## src/rtl/pipe_hold_pkg.sv

```systemverilog
package pipe_hold_pkg;

  typedef struct packed {
    logic pc_we;
    logic pc_load_target;
    logic ifid_we;
    logic ifid_flush;
    logic idex_bubble;
  } hold_ctrl_t;

  typedef enum logic [1:0] {
    ACT_RUN    = 2'd0,
    ACT_HOLD   = 2'd1,
    ACT_SQUASH = 2'd2
  } hold_act_t;

endpackage

```

## src/rtl/phc_rst_sync.sv

```systemverilog
module phc_rst_sync #(
  parameter int STAGES = 2
) (
  input  logic clk,
  input  logic rst_n,
  output logic rst_sync_n
);

  logic [STAGES-1:0] sync_q;
  logic [STAGES-1:0] sync_d;

  always_comb begin
    sync_d = {sync_q[STAGES-2:0], 1'b1};
  end

  always_ff @(posedge clk or negedge rst_n) begin
    if (!rst_n) sync_q <= '0;
    else        sync_q <= sync_d;
  end

  assign rst_sync_n = sync_q[STAGES-1];

endmodule

```

## src/rtl/phc_dest_hist.sv

```systemverilog
module phc_dest_hist #(
  parameter int REG_W = 5,
  parameter int DEPTH = 2
) (
  input  logic                        clk,
  input  logic                        rst_n,
  input  logic [REG_W-1:0]            in_rd,
  input  logic                        in_wen,
  output logic [DEPTH-1:0][REG_W-1:0] hist_rd
);

  logic [DEPTH-1:0][REG_W-1:0] hist_q;
  logic [DEPTH-1:0][REG_W-1:0] hist_d;

  // A slot holding zero stands for "no pending write"
  always_comb begin
    hist_d[0] = in_wen ? in_rd : '0;
    for (int i = 1; i < DEPTH; i++) begin
      hist_d[i] = hist_q[i-1];
    end
  end

  always_ff @(posedge clk or negedge rst_n) begin
    if (!rst_n) hist_q <= '0;
    else        hist_q <= hist_d;
  end

  assign hist_rd = hist_q;

endmodule

```

## src/rtl/phc_src_cmp.sv

```systemverilog
module phc_src_cmp #(
  parameter int REG_W = 5,
  parameter int NCAND = 1
) (
  input  logic [REG_W-1:0]            src,
  input  logic                        src_used,
  input  logic [NCAND-1:0][REG_W-1:0] cand,
  input  logic [NCAND-1:0]            cand_ok,
  output logic                        hit
);

  logic [NCAND-1:0] eq;

  genvar c;
  generate
    for (c = 0; c < NCAND; c++) begin : g_cand
      assign eq[c] = cand_ok[c] && (cand[c] == src);
    end
  endgenerate

  assign hit = src_used && (src != '0) && (|eq);

endmodule

```

## src/rtl/phc_action.sv

```systemverilog
module phc_action
  import pipe_hold_pkg::*;
(
  input  logic       taken,
  input  logic       hazard,
  output hold_act_t  act,
  output hold_ctrl_t ctrl
);

  always_comb begin
    if (taken)       act = ACT_SQUASH;
    else if (hazard) act = ACT_HOLD;
    else             act = ACT_RUN;
  end

  always_comb begin
    ctrl = '0;
    unique case (act)
      ACT_SQUASH: begin
        ctrl.pc_we          = 1'b1;
        ctrl.pc_load_target = 1'b1;
        ctrl.ifid_flush     = 1'b1;
        ctrl.idex_bubble    = 1'b1;
      end
      ACT_HOLD: begin
        ctrl.idex_bubble    = 1'b1;
      end
      default: begin
        ctrl.pc_we          = 1'b1;
        ctrl.ifid_we        = 1'b1;
      end
    endcase
  end

endmodule

```

## src/rtl/pipe_hold_ctrl.sv

```systemverilog
module pipe_hold_ctrl
  import pipe_hold_pkg::*;
#(
  parameter bit FORWARD      = 1'b1,
  parameter int REG_W        = 5,
  parameter int TRACK_STAGES = 2,
  parameter int SYNC_STAGES  = 2
) (
  input  logic             clk,
  input  logic             rst_n,
  input  logic [REG_W-1:0] id_rs1,
  input  logic [REG_W-1:0] id_rs2,
  input  logic             id_use_rs1,
  input  logic             id_use_rs2,
  input  logic [REG_W-1:0] ex_rd,
  input  logic             ex_wen,
  input  logic             ex_mem_read,
  input  logic             ex_taken,
  output logic             pc_we,
  output logic             pc_load_target,
  output logic             ifid_we,
  output logic             ifid_flush,
  output logic             idex_bubble
);

  localparam int NSRC  = 2;
  localparam int NCAND = FORWARD ? 1 : TRACK_STAGES + 1;

  logic                        rst_int_n;
  logic [NCAND-1:0][REG_W-1:0] cand;
  logic [NCAND-1:0]            cand_ok;
  logic [NSRC-1:0][REG_W-1:0]  src;
  logic [NSRC-1:0]             src_used;
  logic [NSRC-1:0]             src_hit;
  logic                        raw_hit;
  logic                        hazard;
  logic                        guard_q;
  logic                        guard_d;
  hold_act_t                   act;
  hold_ctrl_t                  ctrl;

  phc_rst_sync #(.STAGES(SYNC_STAGES)) u_rst_sync (
    .clk        (clk),
    .rst_n      (rst_n),
    .rst_sync_n (rst_int_n)
  );

  // Candidate producers: only a loading execute instruction when values
  // are forwarded, else execute plus the recorded older destinations.
  generate
    if (FORWARD) begin : g_fwd
      assign cand[0]    = ex_rd;
      assign cand_ok[0] = ex_mem_read && ex_wen;
    end else begin : g_nofwd
      logic [TRACK_STAGES-1:0][REG_W-1:0] hist;

      phc_dest_hist #(.REG_W(REG_W), .DEPTH(TRACK_STAGES)) u_hist (
        .clk     (clk),
        .rst_n   (rst_int_n),
        .in_rd   (ex_rd),
        .in_wen  (ex_wen),
        .hist_rd (hist)
      );

      assign cand[0]    = ex_rd;
      assign cand_ok[0] = ex_wen;
      for (genvar h = 0; h < TRACK_STAGES; h++) begin : g_old
        assign cand[h+1]    = hist[h];
        assign cand_ok[h+1] = 1'b1;
      end
    end
  endgenerate

  assign src      = {id_rs2, id_rs1};
  assign src_used = {id_use_rs2, id_use_rs1};

  genvar s;
  generate
    for (s = 0; s < NSRC; s++) begin : g_src
      phc_src_cmp #(.REG_W(REG_W), .NCAND(NCAND)) u_cmp (
        .src      (src[s]),
        .src_used (src_used[s]),
        .cand     (cand),
        .cand_ok  (cand_ok),
        .hit      (src_hit[s])
      );
    end
  endgenerate

  assign raw_hit = |src_hit;
  assign hazard  = FORWARD ? (raw_hit && !guard_q) : raw_hit;

  phc_action u_action (
    .taken  (ex_taken),
    .hazard (hazard),
    .act    (act),
    .ctrl   (ctrl)
  );

  // Guard remembers an actual hold so a forwarded load never holds twice
  always_comb begin
    guard_d = FORWARD && (act == ACT_HOLD);
  end

  always_ff @(posedge clk or negedge rst_int_n) begin
    if (!rst_int_n) guard_q <= 1'b0;
    else            guard_q <= guard_d;
  end

  assign pc_we          = ctrl.pc_we;
  assign pc_load_target = ctrl.pc_load_target;
  assign ifid_we        = ctrl.ifid_we;
  assign ifid_flush     = ctrl.ifid_flush;
  assign idex_bubble    = ctrl.idex_bubble;

endmodule

```

## config.mk

```make
export PLATFORM = sky130hd
export DESIGN_NAME = pipe_hold_ctrl
export DESIGN_NICKNAME = d
export VERILOG_FILES = /design/src/rtl/pipe_hold_pkg.sv /design/src/rtl/phc_rst_sync.sv /design/src/rtl/phc_dest_hist.sv /design/src/rtl/phc_src_cmp.sv /design/src/rtl/phc_action.sv /design/src/rtl/pipe_hold_ctrl.sv
export SDC_FILE = /design/constraint.sdc
export NUM_CORES = 1
export LEC_CHECK = 0
export BUFFER_PORTS_ARGS = -buffer_cell sky130_fd_sc_hd__buf_4
export CORE_AREA = 2 2 39 41
export DETAILED_ROUTE_END_ITERATION = 10
export DIE_AREA = 0 0 41 43
export PLACE_DENSITY = 0.59
export SLEW_MARGIN = 20
export SYNTH_ARGS = -nofsm -noshare
export SYNTH_HDL_FRONTEND = slang
export SYNTH_HIERARCHICAL = 1
export SYNTH_SLANG_ARGS = --single-unit
```

## constraint.sdc

```tcl
create_clock -name clk -period 1.5 [get_ports clk]
set_clock_uncertainty 0.1 [all_clocks]
set_input_delay 0.225 -clock clk [delete_from_list [all_inputs] [get_ports clk]]
set_output_delay 0.225 -clock clk [all_outputs]
set_load 0.01 [all_outputs]
```

==> flow_summary.toml, run 1 <==
[status]
status = "finished, violations left"
violations = "negative setup slack"

[hold_path]
hold_class = "primary input to register"

[sta]
fmax_ghz = 0.5893
fin_crit_ns = 1.697
drv_slew = 0
finalCritPeriodShare_pct = 113.1
rsz0062_at_grt = "yes"
setup_viol = 3
hold_viol_final = 0
worst_slack_ns = -0.1968

[critical_path]
cp_max_fo = 4
crit_arrival_ns = 1.37
startpoint_type = "primary input"
worst-setup-path-type = "primary input to output pin"
required_ns = 1.17
cp-end-kind = "output pin"

[global_route]
grt_pass1_vias = 353
antenna_found_initial = 0
grt_pass1_wl_mm = 1.262
grt_max_degree = 8
grt_usage_pct = 10.69
grt-ovfl-total = 0

[clocking]
clk_path_buf_depth = 2
clkSlewWorstSetupHoldPaths_ns = 0.04
root_buffer = "clkbuf_4"
cts_buffers = 3
cts_tree = "done"
insertion_delay_ns = 0.23
cts.sinks = 3
htreeDepth = 1

[detailed_routing]
drt_iter0_drc = 0
drc = 0
wl_per_cell_um = 10.80
vias = 366
viasPerCell = 4.207
wl_um = 940
drt_pre_antenna_iters = 1
ant_nets = 0

[yosys]
syn_area_per_cell_um2 = 8.685
yosysTopAreaCellShare_pct = 25.42
yosysUniqueCellTypes = 17
yosysWarnings = 6
ys_ff_latch = 3
yosys.area.top_type = "dfrtp_1"
synthCells = 34
mappedNetlistNets = 56
ys_seq_area_share_pct = 25.42
mappedNetlistArea_um2 = 295.3
yosys-top-cells-area = "dfrtp_1, xnor2_1, nor3b_2, o2111ai_1, buf_4"

[finish]
postLayoutCellArea_um2 = 789.5
fill_cells = 137
final-seq-area_um2 = 75.07
area_growth_pct = 167.4
antenna_cells = 0
multiInputGateArea_um2 = 310.3
final_util_pct = 57.05
drive_above_1_share_pct = 76.06
nets = 94

[power_and_ir_drop]
p_leak_nw = 0.3577
ir_drop_mv = 0.5190
power.density_mw_per_mm2 = 511.5
total_power_uw = 403.8

[die]
rows = 14
dieArea_mm2 = 0.001763
coreArea_mm2 = 0.001384
die_h_um = 43
start_util_pct = 21.34
die_w_um = 41
pin_count = 27

[run]
max_cap_violations = 0

[placement]
finalWeightedCongestion = 0.6487
port_buffers = 26
placed_area_um2 = 551.8
[per-stage QoR]
step	setup slack (ns)	TNS, ns	cells	hold slack, ns
6_report	-0.1968	-0.3648	87	0.09428
4_1_cts	-0.2303	-0.4840	87	0.07800
3_3_place_gp	-0.2787	-0.7007	81	-0.1028
5_1_grt	-0.2332	-0.5507	87	0.09677
3_5_place_dp	-0.2441	-0.6727	81	-0.1031
2_1_floorplan	0.05399	0	34	-0.1706
[power by group]
group / internal [mW] / total [mW] / switching (mW)
registers: 0.0842 / 0.0850 / 0.000707
clock network: 0.0996 / 0.141 / 0.0410
logic: 0.115 / 0.178 / 0.0633
total: 0.299 / 0.404 / 0.105
[sequential cells by signal (all words and copies together), names as in the netlist]
| register | count |
|---|---|
| u_rst_sync/sync_q | 2 |
| guard_q | 1 |
[synthesized netlist by cell type]
master     count
nor2b_1        2
nand3_1        2
o21ba_1        1
or2_1          1
o2111ai_1      2
nand2b_1       1
nor2_1         1
clkbuf_1       1
nor3b_2        2
conb_1         1
and2_1         1
xnor2_1        8
nor4_1         2
inv_1          2
o21ai_0        2
dfrtp_1        3
buf_4          2
[what timing repair did]
action,CTS,global route
pin swaps,1,16
gates resized for setup,13,27
setup buffers,0,0
hold buffers,2,0
hold endpoints to repair,3,0
endpoints found under the setup margin,3,3
cloned,0,0
[worst max-delay path, cell delays in order]
cell	delay [ns]
buf_8	0.10
nor4_4	0.25
o21ai_1	0.07
nor3b_2	0.15
o21ba_4	0.23
or2_1	0.21
buf_6	0.12
[area by class of cell]
type / count / share of cell area [%]
multi-input cells: 26 / 39.30
clock buffers: 4 / 3.328
inverters: 2 / 0.9509
repair buffers: 36 / 44.37
flip-flops and latches: 3 / 9.509
well taps: 16 / 2.536
[per-layer routing]
metal	track usage, %	vias up	part of all wire, %
met4	6.000	0	0
met2	19.69	12	61
met1	10.10	168	33
met5	0	-	0
met3	1.571	0	6.4
li1	-	186	-
[cell usage in the layout (no fill, tap or decap)]
master         instances
buf_6                 16
buf_4                 16
xnor2_2                8
clkbuf_4               3
dfrtp_1                3
nor2b_1                2
inv_1                  2
o2111ai_2              2
nor4_4                 2
o21ai_1                2
nor3b_2                2
dlygate4sd3_1          2
buf_8                  2
o21ba_4                1
and2_1                 1
clkbuf_1               1
nand3_2                1
nand3_1                1
nand2b_1               1
or2_1                  1
nor2_2                 1
conb_1                 1
[cells by family (layout without fill, tap and decap cells)]
logic type	count (synthesis)	in the layout	synth area share, %
AND/OR/NAND/NOR	12	12	27.97
XOR/XNOR	8	8	23.73
AO/OA/AOI/OAI	5	5	12.71
buffers and inverters	5	42	8.897
flip-flops	3	3	25.42
other	1	1	1.270
[final timing paths]
check / slack, ns / cells past startpoint / end / from
max in group asynchronous: 0.78 / 1 / guard_q / u_rst_sync/sync_q[1]
min in group asynchronous: 0.22 / 2 / u_rst_sync/sync_q[0] / rst_n
setup / recovery: -0.20 / 7 / idex_bubble / id_rs1[1]
hold reg to reg: 0.26 / 0 / u_rst_sync/sync_q[1] / u_rst_sync/sync_q[0]
hold / removal: 0.09 / 2 / guard_q / ex_taken
setup reg to reg: 0.51 / 3 / guard_q / guard_q
Power figures use the tool's default switching activity.
==> inputs of run 2 (changes only) <==
CORE_AREA = 5 5 42 44   (was 2 2 39 41)
DIE_AREA = 0 0 47 49   (was 0 0 41 43)
RECOVER_POWER = 50   (was not set)
==> flow_summary.toml, run 2 (synthesis results as in run 1) <==
[global_route]
grt_max_degree = 8
antenna_found_initial = 0
grt_usage_pct = 9.264
grt_pass1_wl_mm = 1.531
grt_pass1_vias = 374
grt-ovfl-total = 0

[clocking]
root_buffer = "clkbuf_4"
insertion_delay_ns = 0.23
cts.sinks = 3
cts_buffers = 3
cts_tree = "done"
clkSlewWorstSetupHoldPaths_ns = 0.04
clk_path_buf_depth = 2
htreeDepth = 1

[power_and_ir_drop]
power.density_mw_per_mm2 = 524.0
ir_drop_mv = 0.5011
total_power_uw = 384.9
p_leak_nw = 0.3376

[detailed_routing]
drc = 0
met1_length_um = 302
drt_iter0_drc = 1
viasPerCell = 4.356
ant_nets = 0
routed.top_layer = "met4"
met3_length_um = 103
wl_um = 962
dr_wl_met2_um = 547
wl_per_cell_um = 11.06
vias = 379
drt_pre_antenna_iters = 4

[sta]
rsz0062_at_grt = "yes"
finalCritPeriodShare_pct = 112.4
hold_viol_final = 0
fmax_ghz = 0.5929
drv_slew = 0
fin_crit_ns = 1.687
setup_viol = 3
worst_slack_ns = -0.1865

[critical_path]
required_ns = 1.17
path_cells = "buf_6 > nor4_4 > o21ai_1 > nor3b_2 > o21ba_4 > or2_1 > buf_6"
cp-end-kind = "output pin"
worstSetupPathDepth = 7
rr_worst_depth = 4
cpMostUsedCell = "buf_6"
slowest_stage = "nor4_4"
startpoint_type = "primary input"
cp_max_fo = 3
worst-path-buf-inv = 2
worst-setup-path-type = "primary input to output pin"
crit_arrival_ns = 1.36
max_stage_delay_ns = 0.25
path_delay_family = "simple AND/OR/NAND/NOR gates"

[finish]
largest-register = "u_rst_sync/sync_q"
largest_reg_flops = 2
instances_no_fill = 87
antenna_cells = 0
final_common_cell = "buf_4"
nets = 94
drive_above_1_share_pct = 69.01
area_growth_pct = 148.7
multiInputGateArea_um2 = 289.0
fill_cells = 135
final-seq-area_um2 = 75.07
mostFrequentLayoutCells = "buf_4, buf_6, xnor2_2, clkbuf_4, dfrtp_1"
top_regs = "u_rst_sync/sync_q: 2 flops, guard_q: 1 flops"

[die]
pin_count = 27
rows = 14
die_h_um = 49
die_w_um = 47
start_util_pct = 21.07
coreArea_mm2 = 0.001401
dieArea_mm2 = 0.002303

[status]
violations = "negative setup slack"
status = "finished, violations left"

[hold_path]
whs_path_depth = 2
hold_class = "primary input to register"

[placement]
post-place-cells = 80
dp_hpwl_um = 734.2
port_buffers = 26
finalWeightedCongestion = 0.6631

[run]
max_cap_violations = 0
[run 2: cell count changes in the layout (fill, tap and decap cells not counted), sizes merged]
cell,change
clkbuf,+1
buf,-1
[run 2: power breakdown]
part           total, mW  switching, mW  internal [mW]
Combinational      0.158         0.0561          0.102
Clock              0.143         0.0428         0.0997
Sequential        0.0847       0.000493         0.0842
[run 2: per-layer routing]
| metal | GRT usage, % | vias up |
|---|---|---|
| met3 | 4.059 | 2 |
| met1 | 9.800 | 173 |
| met5 | 0 | - |
| li1 | - | 187 |
| met4 | 4.147 | 0 |
| met2 | 15.16 | 17 |
[run 2: layout make-up]
| cell class | instances | area share [%] |
|---|---|---|
| multi-input combinational | 26 | 39.35 |
| inverter | 2 | 1.022 |
| timing repair buffer | 36 | 43.10 |
| tap | 16 | 2.726 |
| sequential | 3 | 10.22 |
| clock buffer | 4 | 3.578 |
[run 2: final timing paths]
check	startpoint	to	slack, ns
hold / removal	ex_taken	guard_q	0.09
setup reg to reg	guard_q	guard_q	0.44
max in group asynchronous	u_rst_sync/sync_q[1]	guard_q	0.77
hold reg to reg	u_rst_sync/sync_q[0]	u_rst_sync/sync_q[1]	0.24
setup / recovery	id_rs2[1]	idex_bubble	-0.19
min in group asynchronous	rst_n	u_rst_sync/sync_q[0]	0.21
[run 2: worst reg2reg max path: cells and delay by family, from the launching register on]
family                 cells  cell delay [ns]
AND/OR/NAND/NOR            2             0.22
flip-flops                 1             0.35
AO/OA/AOI/OAI              1             0.23
buffers and inverters      1             0.09
[run 2: stage by stage]
step | cell area (µm²) | utilization [%] | worst slack (ns) | setup TNS [ns] | hold WS, ns
after floorplan | 295.3 | - | 0.05399 | 0 | -0.1706
after global placement | 544.3 | 38.84 | -0.3095 | -0.7391 | -0.1023
after detailed placement | 544.3 | 38.84 | -0.3359 | -0.8417 | -0.1002
after CTS | 693.2 | 49.46 | -0.2129 | -0.4956 | 0.07833
after global routing | 734.5 | 52.41 | -0.2793 | -0.7259 | 0.09519
final | 734.5 | 52.41 | -0.1865 | -0.4546 | 0.08807
[run 2: timing repair]
action | CTS | global route
pin swaps | 9 | 4
buffers inserted | 1 | 0
hold endpoints to repair | 3 | 0
gates resized for setup | 21 | 7
cloned | 0 | 0
endpoints found under the setup margin | 3 | 3
hold buffers | 2 | 0
